==> config.mk <==
export PLATFORM = sky130hd
export DESIGN_NAME = tdc_stamp_encoder
export DESIGN_NICKNAME = d
export VERILOG_FILES = /design/src/rtl/tdc_pkg.sv /design/src/rtl/tdc_therm_decoder.sv /design/src/rtl/tdc_coarse_counter.sv /design/src/rtl/tdc_stamp_encoder.sv
export SDC_FILE = /design/constraint.sdc
export NUM_CORES = 1
export LEC_CHECK = 0
export ABC_CLOCK_PERIOD_IN_PS = 1470
export BUFFER_PORTS_ARGS = -buffer_cell sky130_fd_sc_hd__buf_2
export CAP_MARGIN = 20
export CORE_UTILIZATION = 46
export DETAILED_ROUTE_END_ITERATION = 10
export GPL_ROUTABILITY_DRIVEN = 0
export PLACE_DENSITY = 0.73
export SLEW_MARGIN = 20
export SYNTH_ARGS = -nofsm -noshare
export SYNTH_HDL_FRONTEND = slang
export SYNTH_SLANG_ARGS = --single-unit
==> constraint.sdc <==
create_clock -name clk -period 1.47 [get_ports clk]
set_clock_uncertainty 0.1 [all_clocks]
set_input_delay 0.294 -clock clk [delete_from_list [all_inputs] [get_ports clk]]
set_output_delay 0.294 -clock clk [all_outputs]
set_load 0.005 [all_outputs]
==> src/rtl/tdc_pkg.sv <==
package tdc_pkg;
  localparam int DEF_NUM_CH   = 8;
  localparam int DEF_DLL_TAPS = 32;
  localparam int DEF_RC_TAPS  = 4;
  localparam int DEF_COARSE_W = 12;
endpackage

==> src/rtl/tdc_therm_decoder.sv <==
module tdc_therm_decoder #(
  parameter int N = 32,
  localparam int W = $clog2(N)
) (
  input  logic [N-1:0] taps,
  output logic [W-1:0] pos
);
  // lowest 1->0 pair wins; no pair maps to the last tap
  always_comb begin
    pos = W'(N - 1);
    for (int i = N - 2; i >= 0; i--) begin
      if (taps[i] && !taps[i+1]) pos = W'(i);
    end
  end

  // a position below the last tap must lie on a real transition
  always_comb begin
    if (int'(pos) < N - 1) begin
      a_r2_edge_on_transition: assert (taps[int'(pos)] && !taps[int'(pos) + 1]);
    end
  end
endmodule

==> src/rtl/tdc_coarse_counter.sv <==
module tdc_coarse_counter #(
  parameter int WIDTH = 12
) (
  input  logic             clk,
  input  logic             rst,
  output logic [WIDTH-1:0] cnt
);
  always_ff @(posedge clk) begin
    if (rst) cnt <= '0;
    else     cnt <= cnt + 1'b1;
  end

  a_r1_count_step: assert property (@(posedge clk) disable iff (rst)
    $past(!rst) |-> cnt == WIDTH'($past(cnt) + 1'b1));
endmodule

==> src/rtl/tdc_stamp_encoder.sv <==
module tdc_stamp_encoder
  import tdc_pkg::*;
#(
  parameter int NUM_CH   = DEF_NUM_CH,
  parameter int DLL_TAPS = DEF_DLL_TAPS,
  parameter int RC_TAPS  = DEF_RC_TAPS,
  parameter int COARSE_W = DEF_COARSE_W,
  localparam int CH_W    = $clog2(NUM_CH),
  localparam int DLL_W   = $clog2(DLL_TAPS),
  localparam int RC_W    = $clog2(RC_TAPS),
  localparam int FINE_W  = DLL_W + RC_W
) (
  input  logic                      clk,
  input  logic                      rst,
  input  logic                      hit_valid,
  input  logic [CH_W-1:0]           hit_ch,
  input  logic [DLL_TAPS-1:0]       dll_taps,
  input  logic [NUM_CH*RC_TAPS-1:0] rc_taps,
  output logic                      stamp_valid,
  output logic [CH_W-1:0]           stamp_ch,
  output logic [COARSE_W-1:0]       stamp_coarse,
  output logic [FINE_W-1:0]         stamp_fine
);
  localparam int LATE_TAP = (DLL_TAPS * 3) / 4;
  localparam int LATE_FINE = LATE_TAP * RC_TAPS;

  logic [COARSE_W-1:0] cnt;
  logic [DLL_W-1:0]    dll_pos;
  logic [RC_W-1:0]     rc_pos;
  logic [RC_TAPS-1:0]  rc_lane;

  tdc_coarse_counter #(.WIDTH(COARSE_W)) u_cnt (
    .clk(clk), .rst(rst), .cnt(cnt)
  );

  tdc_therm_decoder #(.N(DLL_TAPS)) u_dll_dec (
    .taps(dll_taps), .pos(dll_pos)
  );

  assign rc_lane = rc_taps[int'(hit_ch) * RC_TAPS +: RC_TAPS];

  tdc_therm_decoder #(.N(RC_TAPS)) u_rc_dec (
    .taps(rc_lane), .pos(rc_pos)
  );

  // stage 1: capture decoded positions and the live count
  logic                s1_valid;
  logic [CH_W-1:0]     s1_ch;
  logic [DLL_W-1:0]    s1_dll;
  logic [RC_W-1:0]     s1_rc;
  logic [COARSE_W-1:0] s1_cnt;

  always_ff @(posedge clk) begin
    if (rst) begin
      s1_valid <= 1'b0;
    end else begin
      s1_valid <= hit_valid;
    end
    if (hit_valid) begin
      s1_ch  <= hit_ch;
      s1_dll <= dll_pos;
      s1_rc  <= rc_pos;
      s1_cnt <= cnt;
    end
  end

  // stage 2: wrap-corrected coarse field and registered outputs
  logic s1_late;
  assign s1_late = (int'(s1_dll) >= LATE_TAP);

  always_ff @(posedge clk) begin
    if (rst) begin
      stamp_valid <= 1'b0;
    end else begin
      stamp_valid <= s1_valid;
    end
    if (s1_valid) begin
      stamp_ch     <= s1_ch;
      stamp_fine   <= {s1_dll, s1_rc};
      stamp_coarse <= s1_late ? COARSE_W'(s1_cnt - 1'b1) : s1_cnt;
    end
  end

  a_r8_valid_follows_hit: assert property (@(posedge clk) disable iff (rst)
    stamp_valid |-> $past(hit_valid, 2));

  a_r8_channel_kept: assert property (@(posedge clk) disable iff (rst)
    stamp_valid |-> stamp_ch == $past(hit_ch, 2));

  a_r6_coarse_current: assert property (@(posedge clk) disable iff (rst)
    (stamp_valid && int'(stamp_fine) < LATE_FINE) |-> stamp_coarse == COARSE_W'(cnt - 2'd2));

  a_r7_coarse_previous: assert property (@(posedge clk) disable iff (rst)
    (stamp_valid && int'(stamp_fine) >= LATE_FINE) |-> stamp_coarse == COARSE_W'(cnt - 2'd3));
endmodule

== Word level (Yosys, flattened, before mapping) ==
Cells that the tools add are included.
Storage, ports and cells
  input port bits: 70
  register bits: 58
  bits in latches: 0
  bits in writable memories: 0
  ROM bits: 0
  memories: 0
  output and inout bits: 23
Cells by class
  reduce and logical (&&, ||, !) cells: 73
  muxes and demuxes: 33
  multiply operators: 0
  add/sub/neg operators: 2
  bitwise operators: 0
  equal/unequal tests: 0
  shift operators: 1
  divide/modulo/power cells: 0
  magnitude comparators: 1
Operators by type and width (count)
  4-bit 2-to-1 mux: 16
  1-bit logical AND: 34
  1-bit zero test: 34
  32-bit by 6-bit indexed part select with 4-bit output: 1
  3-bit 2-to-1 mux: 8
  16-bit OR reduction: 1
  12-bit by 1-bit adder with 12-bit output, second input constant: 1
  12-bit 2-to-1 mux: 1
  12-bit by 1-bit subtractor with 12-bit output, second input constant: 1
  2-bit 2-to-1 mux: 4
  8-bit OR reduction: 1
  5-bit >= comparator, second input constant: 1
  1-bit 2-to-1 mux: 4
  2-bit OR reduction: 2
  4-bit OR reduction: 1

== Longest topological paths before layout ==
Gate-level depths: netlist of the first run.
  word-level depth: 32
  gate-level depth with buffers: 6
  gate-level depth less buffers: 6

== Cells and area by module ==
Synthesis of the first run repeated with hierarchy kept, for this count alone.
Unflattened totals
  cell total of the unflattened synthesis: 257
  area total of the unflattened synthesis: 3036.7 um^2
By module, submodules not included
  tdc_stamp_encoder: area an instance 1885.6 um^2, sequential area each 1361.3 um^2, instances 1, cells an instance 97
  tdc_therm_decoder at u_dll_dec: area an instance 614.3 um^2, sequential area each 0.0 um^2, instances 1, cells an instance 101
  tdc_coarse_counter: area an instance 513.0 um^2, sequential area each 240.2 um^2, instances 1, cells an instance 54
  tdc_therm_decoder at u_rc_dec: area an instance 23.8 um^2, sequential area each 0.0 um^2, instances 1, cells an instance 5

== Least setup slack after synthesis of the first run ==
Ideal clock, no wire load.
  path type: register to register
  from: register s1_cnt[6]
  to: register stamp_coarse[11] (data pin)
  path buffers: 0
  library setup time: 271 ps
  setup slack: -130 ps
  arrival time: 1229 ps
  stages on the path, launching flop included: 5
  clock period less this slack: 1600 ps
  cell sequence: edfxtp_1 nor4_1 nand2b_1 nor4_1 xor2_1
On the way
  cells in the longest elaborated chain, start to end: 2
RTL lines
  start: declaration: line tdc_stamp_encoder.sv:51  | logic [COARSE_W-1:0] s1_cnt;
  start signal: assignment: line tdc_stamp_encoder.sv:63  | s1_cnt <= cnt;
  12-bit by 1-bit subtractor with 12-bit output: line tdc_stamp_encoder.sv:80  | stamp_coarse <= s1_late ? COARSE_W'(s1_cnt - 1'b1) : s1_cnt;
  12-bit 2-to-1 mux: line tdc_stamp_encoder.sv:80
  end signal: assignment: line tdc_stamp_encoder.sv:80
  end: declaration: line tdc_stamp_encoder.sv:21  | output logic [COARSE_W-1:0] stamp_coarse,
Every way passes these cells.
A chain may end at the register's enable or synchronous reset.

== Final worst setup path of the first run ==
  from: register s1_cnt[3]
  to: register stamp_coarse[11] (data pin)
Same word-level chain as after synthesis.

==> results by group, run 1 <==
Run status
  – Status: finished, violations left
  – Failing checks: setup timing

Global route
  – Antenna violations before repair: 0
  – M3 GR Usage: 6.29%
  – Met2 Use GR: 35.7%
  – Total Routing Usage GR: 20.5%
  – Largest net degree at the start of global routing: 24
  – Total grt overflow: 0
  – Number of global-route vias before repair: 2430
  – Most used routing layer: met2
  – Met1 GRT Util: 23.3%
  – First-pass GRT wire length: 10.1 mm

Floorplanning
  – Starting Density: 48.2%
  – CORE AREA: 5990 um2
  – # IOs: 93
  – Die X-Extent: 81.2 um
  – Total die area: 6600 um2
  – Die Span Y: 81.2 um
  – Row Count: 28

Setup path
  – Startpoint Class: register
  – Crit path capture type: register
  – Critical Path RT: 1.44 ns
  – CP Data Arrival Time: 1.52 ns
  – Kind of critical path: reg -> reg
  – Worst-path maximum fanout: 4

STA
  – Slew Limit Fails: 0
  – RSZ-0062 raised after global routing: true
  – Worst-Margin Slew: 0.387 ns
  – F_max: 649 MHz
  – Endpoints failing hold: 0
  – Fin crit period: 1.54 ns
  – Post-route clock period utilization: 105%
  – # setup viols final: 7
  – Hold Worst Slack: 0.123 ns
  – Final worst setup slack: -0.0716 ns
  – Slew HR: 74.1%
  – Setup TNS: -0.235 ns

Finish
  – Final Core Density: 69.3%
  – Multi-input logic area: 1280 um2
  – Layout cells sized above 1: 46.2%
  – Nets@finish: 485
  – Storage cell area: 1600 um2
  – P&R area growth vs syn: 43.9%
  – Commonest non-fill, non-tap cell in the layout: buf_2
  – Fillers: 468
  – Commonest non-fill, non-tap cells in the layout: buf_2 (91), buf_4 (54), edfxtp_1 (44)
  – Antenna Diode Count: 0

Yosys
  – EDFF count, synth: 44
  – Synthesized instance count: 256
  – Synth warnings: 0
  – Syn nets: 328
  – Top cells by area, synth: edfxtp_1 (46%), dfxtp_1 (9.7%), mux4_1 (5.5%)
  – Netlist cell types: 42
  – Syn_area_per_cell: 11.3 um2
  – #FFs+latches synth: 58
  – Top FF cell, synth: edfxtp_1
  – Synth Cell Area: 2890 um2
  – Post-synthesis sequential area ratio: 55.5%
  – Post-synth top area cell: edfxtp_1
  – Top cell type's share of synthesized area: 45.8%
  – Ys async rst share: 0%

Power and ir drop
  – Pint: 2940 uW
  – Sw Share: 23.0%
  – Leakage: 0.00181 uW
  – Clock share of power: 34.7%
  – Switching power: 879 uW
  – Power Density: 920 nW/um2
  – Flop pwr share: 49.7%
  – Max IR drop VDD: 0.588 mV
  – Logic pwr share: 15.5%

Detailed routing
  – 1st-pass router iterations: 4
  – DRC: 0
  – Post-DR wirelength/cell: 12.6 um
  – DRT iter0 DRCs: 128
  – Via count: 2508
  – Drt total wl: 6.21 mm
  – Post-DRT Antenna Nets: 0
  – Vias per cell: 5.09

Clock tree
  – CTS Buf Count: 9
  – Root buffer cell: clkbuf_8
  – CTS tree: yes
  – CTS clock-pin slew for the worst setup and hold paths: 0.06 ns
  – Clock Latency Late Sink: 0.33 ns
  – Clk sinks: 58
  – CTS H-tree depth: 3
  – Clk buf depth: 2

Place
  – Port bufs: 92
  – HPWL Detailed: 4.63 mm

Job
  – Max-cap violations: 0

Min path
  – HP Class: in -> reg
-- flip-flops by register name, indices dropped and copies added (netlist names), 2 cells and up --
name,cells
s1_cnt,12
stamp_coarse,12
u_cnt.cnt,12
stamp_fine,7
s1_dll,5
s1_ch,3
stamp_ch,3
s1_rc,2
-- routing by layer --
layer,up-vias,share of wire (%)
li1,1279,-
met1,1143,41
met2,79,54
met3,7,4.2
met4,0,1.2
met5,-,0
-- per-stage QoR --
stage	setup WS, ns	power, uW	instance area [um2]	std cells
after CTS	-0.0586	3850	4090	491
after global routing	-0.174	4000	4150	493
after detailed placement	-0.311	2490	3810	471
after floorplan	-0.0613	2180	2890	256
after global placement	-0.265	2470	3810	471
final	-0.0716	3820	4150	493
-- worst max-delay path: stages, from the launching register on --
cell	delay (ns)
edfxtp_1	0.43
nor3_4	0.28
nand3_4	0.14
nor4_2	0.25
xor2_1	0.09
-- cells in the mapped netlist (3+ instances only) --
cell / instances
a21boi_1: 3
a21oi_1: 11
a31oi_1: 3
dfxtp_1: 14
edfxtp_1: 44
inv_1: 20
mux4_1: 6
nand2_1: 35
nand2b_1: 4
nand3_1: 10
nor2_1: 17
nor2b_1: 4
nor4_1: 4
o21a_1: 4
o21ai_0: 13
o21ai_1: 4
o221ai_1: 4
o32ai_1: 6
or3_1: 3
xnor2_1: 6
xor2_1: 11
-- worst paths after layout --
check,start,endpoint,slack (ns),depth (start not counted)
max,s1_cnt[3],stamp_coarse[11],-0.07,4
min,hit_ch[2],s1_ch[2],0.12,1
max reg2reg,s1_cnt[3],stamp_coarse[11],-0.07,4
min reg2reg,s1_rc[1],stamp_fine[1],0.31,0
-- power by group through the flow --
stage	registers (uW)	clock network, uW	logic (uW)
after floorplan	1950	0	230
after global placement	1930	0	542
after detailed placement	1930	0	559
after CTS	1900	1370	582
after global routing	1910	1430	664
final	1900	1330	594
-- final cells by class --
class	instances	share of cell area, %
flip-flops and latches	58	38.6
multi-input cells	173	30.8
repair buffers	149	21.9
clock buffers	14	4.19
well taps	75	2.26
inverters	22	1.99
clock inverters	2	0.241
-- cells by family after synthesis --
family | after synthesis | synth area share (%)
compound gates | 62 | 14.5
xor+xnor | 17 | 5.16
fa+ha+maj | 2 | 0.867
buf+inv | 25 | 3.51
flops | 58 | 55.5
mux | 8 | 7.02
simple gates | 84 | 13.5
-- timing repair --
| item | CTS | global route |
|---|---|---|
| hold buffers | 0 | 0 |
| buffers inserted | 4 | 3 |
| resized for setup | 13 | 14 |
| pin swaps | 8 | 11 |
| setup endpoints to repair | 6 | 18 |
| gates cloned | 0 | 0 |
Note: power is estimated with default switching activity, not from simulation.
==> inputs of run 2 (changes only) <==
--- a/config.mk
+++ b/config.mk
@@ -11,7 +11,8 @@
 export CORE_UTILIZATION = 46
 export DETAILED_ROUTE_END_ITERATION = 10
 export GPL_ROUTABILITY_DRIVEN = 0
-export PLACE_DENSITY = 0.73
+export MAX_ROUTING_LAYER = met4
+export PLACE_DENSITY = 0.78
 export SLEW_MARGIN = 20
 export SYNTH_ARGS = -nofsm -noshare
 export SYNTH_HDL_FRONTEND = slang
==> run 2 against run 1 <==
The run still ends with setup timing left. Largest cell class unchanged. Clock-buffer cell count fell by 3. Largest power group unchanged. Wire length grew 11%. Sequential power hardly changed. Cell count increased by 0.61%. Combinational power up 4.2%. Critical path depth grew 1. Highest routed layer unchanged. Clock power fell by 14%.
==> results by group, run 2 (synthesis gave the netlist of run 1 again) <==
Run status
  – Status: finished, violations left
  – Failing checks: setup timing

Floorplanning
  – Die X-Extent: 81.2 um
  – CORE AREA: 5990 um2
  – Die Span Y: 81.2 um
  – Starting Density: 48.2%
  – # IOs: 93
  – Total die area: 6600 um2
  – Row Count: 28

Finish
  – Layout Cells excl Fill: 496
  – Antenna Diode Count: 0
  – Commonest non-fill, non-tap cell in the layout: buf_2
  – Nets@finish: 488
  – Top Registers: s1_cnt: 12 flops, stamp_coarse: 12 flops, u_cnt.cnt: 12 flops
  – P&R area growth vs syn: 46.0%
  – Final Core Density: 70.4%
  – Commonest non-fill, non-tap cells in the layout: buf_2 (91), buf_4 (55), edfxtp_1 (44)
  – Fillers: 429
  – Layout cells sized above 1: 46.6%

Clock tree
  – CTS H-tree depth: 3
  – Post-cts hold buffer count: 0
  – CTS tree: yes
  – CTS clock-pin slew for the worst setup and hold paths: 0.06 ns
  – Root buffer cell: clkbuf_8
  – Clk buf depth: 2
  – CTS Buf Count: 9
  – Clk sinks: 58
  – Clock Latency Late Sink: 0.33 ns

Power and ir drop
  – Max IR drop VDD: 0.555 mV
  – Logic pwr share: 16.8%
  – Sw Share: 24.3%
  – Flop pwr share: 51.8%
  – Power, Total: 3680 uW
  – Power Density: 872 nW/um2
  – Leakage: 0.00182 uW
  – Switching power: 892 uW
  – Pint: 2780 uW
  – Clock share of power: 31.3%

Detailed routing
  – 1st-pass router iterations: 4
  – DRC: 0
  – DRT iter0 DRCs: 89
  – Vias per cell: 5.20
  – Post-DR wirelength/cell: 13.9 um
  – Drt total wl: 6.88 mm
  – Via count: 2579
  – Post-DRT Antenna Nets: 0

Global route
  – Largest net degree at the start of global routing: 24
  – Total grt overflow: 0
  – Total Routing Usage GR: 22.2%
  – Antenna violations before repair: 0
  – Number of global-route vias before repair: 2471
  – First-pass GRT wire length: 10.5 mm

STA
  – Endpoints failing hold: 0
  – Fin crit period: 1.63 ns
  – Slew Limit Fails: 0
  – Setup TNS: -0.558 ns
  – Final worst setup slack: -0.161 ns
  – RSZ-0062 raised after global routing: true
  – # setup viols final: 6
  – Hold Worst Slack: 0.119 ns
  – Post-route clock period utilization: 111%
  – F_max: 613 MHz
  – Slew HR: 71.7%
  – Worst-Margin Slew: 0.423 ns

Setup path
  – CP Data Arrival Time: 1.60 ns
  – Startpoint Class: register
  – Crit path capture type: register
  – Kind of critical path: reg -> reg
  – Worst-path maximum fanout: 3
  – Critical Path RT: 1.44 ns

Min path
  – HP Class: in -> reg

Job
  – Max-cap violations: 0

Place
  – HPWL Detailed: 4.84 mm
  – Placed instance count: 472
  – Port bufs: 92
==> run 2: changes by cell type in the layout (fill, tap and decap cells not counted), moves of 2 or more <==
cell,change
nor4_2,-3
nand3_1,+2
buf_6,+2
nor4_4,+3
clkinv_1,+3
nand3_2,-2
==> run 2: repair_timing <==
| item | CTS | global route |
|---|---|---|
| setup buffers | 1 | 8 |
| endpoints found under the setup margin | 11 | 15 |
| hold endpoints to repair | 0 | 0 |
| pin swaps | 11 | 11 |
| resized for setup | 17 | 20 |
==> run 2: metal layers <==
| layer | global-route usage (%) | vias to the layer above | part of all wire, % |
|---|---|---|---|
| met3 | 5.06 | 20 | 4.5 |
| li1 | - | 1286 | - |
| met4 | 11.6 | 0 | 3.0 |
| met2 | 39.2 | 77 | 54 |
| met5 | - | - | 0 |
| met1 | 22.9 | 1196 | 38 |
==> run 2: cell type report <==
type                            count  area (um2)  area share [%]
Tap cell                           75        93.8            2.23
Inverter                           22        82.6            1.96
Multi-Input combinational cell    173        1340            31.8
Clock buffer                       11         131            3.12
Timing Repair Buffer              152         941            22.3
Sequential cell                    58        1600            38.0
Clock inverter                      5        21.3           0.505
==> run 2: final timing paths <==
kind	start	end	slack (ns)	depth (start not counted)
setup reg to reg	s1_cnt[4]	stamp_coarse[11]	-0.16	5
setup / recovery	s1_cnt[4]	stamp_coarse[11]	-0.16	5
hold reg to reg	s1_ch[2]	stamp_ch[2]	0.32	0
hold / removal	hit_ch[2]	s1_ch[2]	0.12	1
==> run 2: metrics by stage <==
stage          area (um2)  setup slack, ns
2_1_floorplan        2890          -0.0613
4_1_cts              4060          -0.0857
3_5_place_dp         3820           -0.366
6_report             4220           -0.161
3_3_place_gp         3820           -0.280
5_1_grt              4220           -0.213
==> run 2: worst max-delay path: stages (launching register included) <==
cell and delay (ns):
edfxtp_1 0.47, nor4_4 0.29, buf_4 0.18, nand2b_4 0.08, nor4_4 0.16, xor2_1 0.10
==> run 2: power groups by stage <==
stage                     Sequential, uW  Combinational, uW  Clock, uW
after CTS                           1900                578       1180
after global placement              1930                544          0
after floorplan                     1950                230          0
after global routing                1910                683       1220
after detailed placement            1930                564          0
final                               1910                619       1150
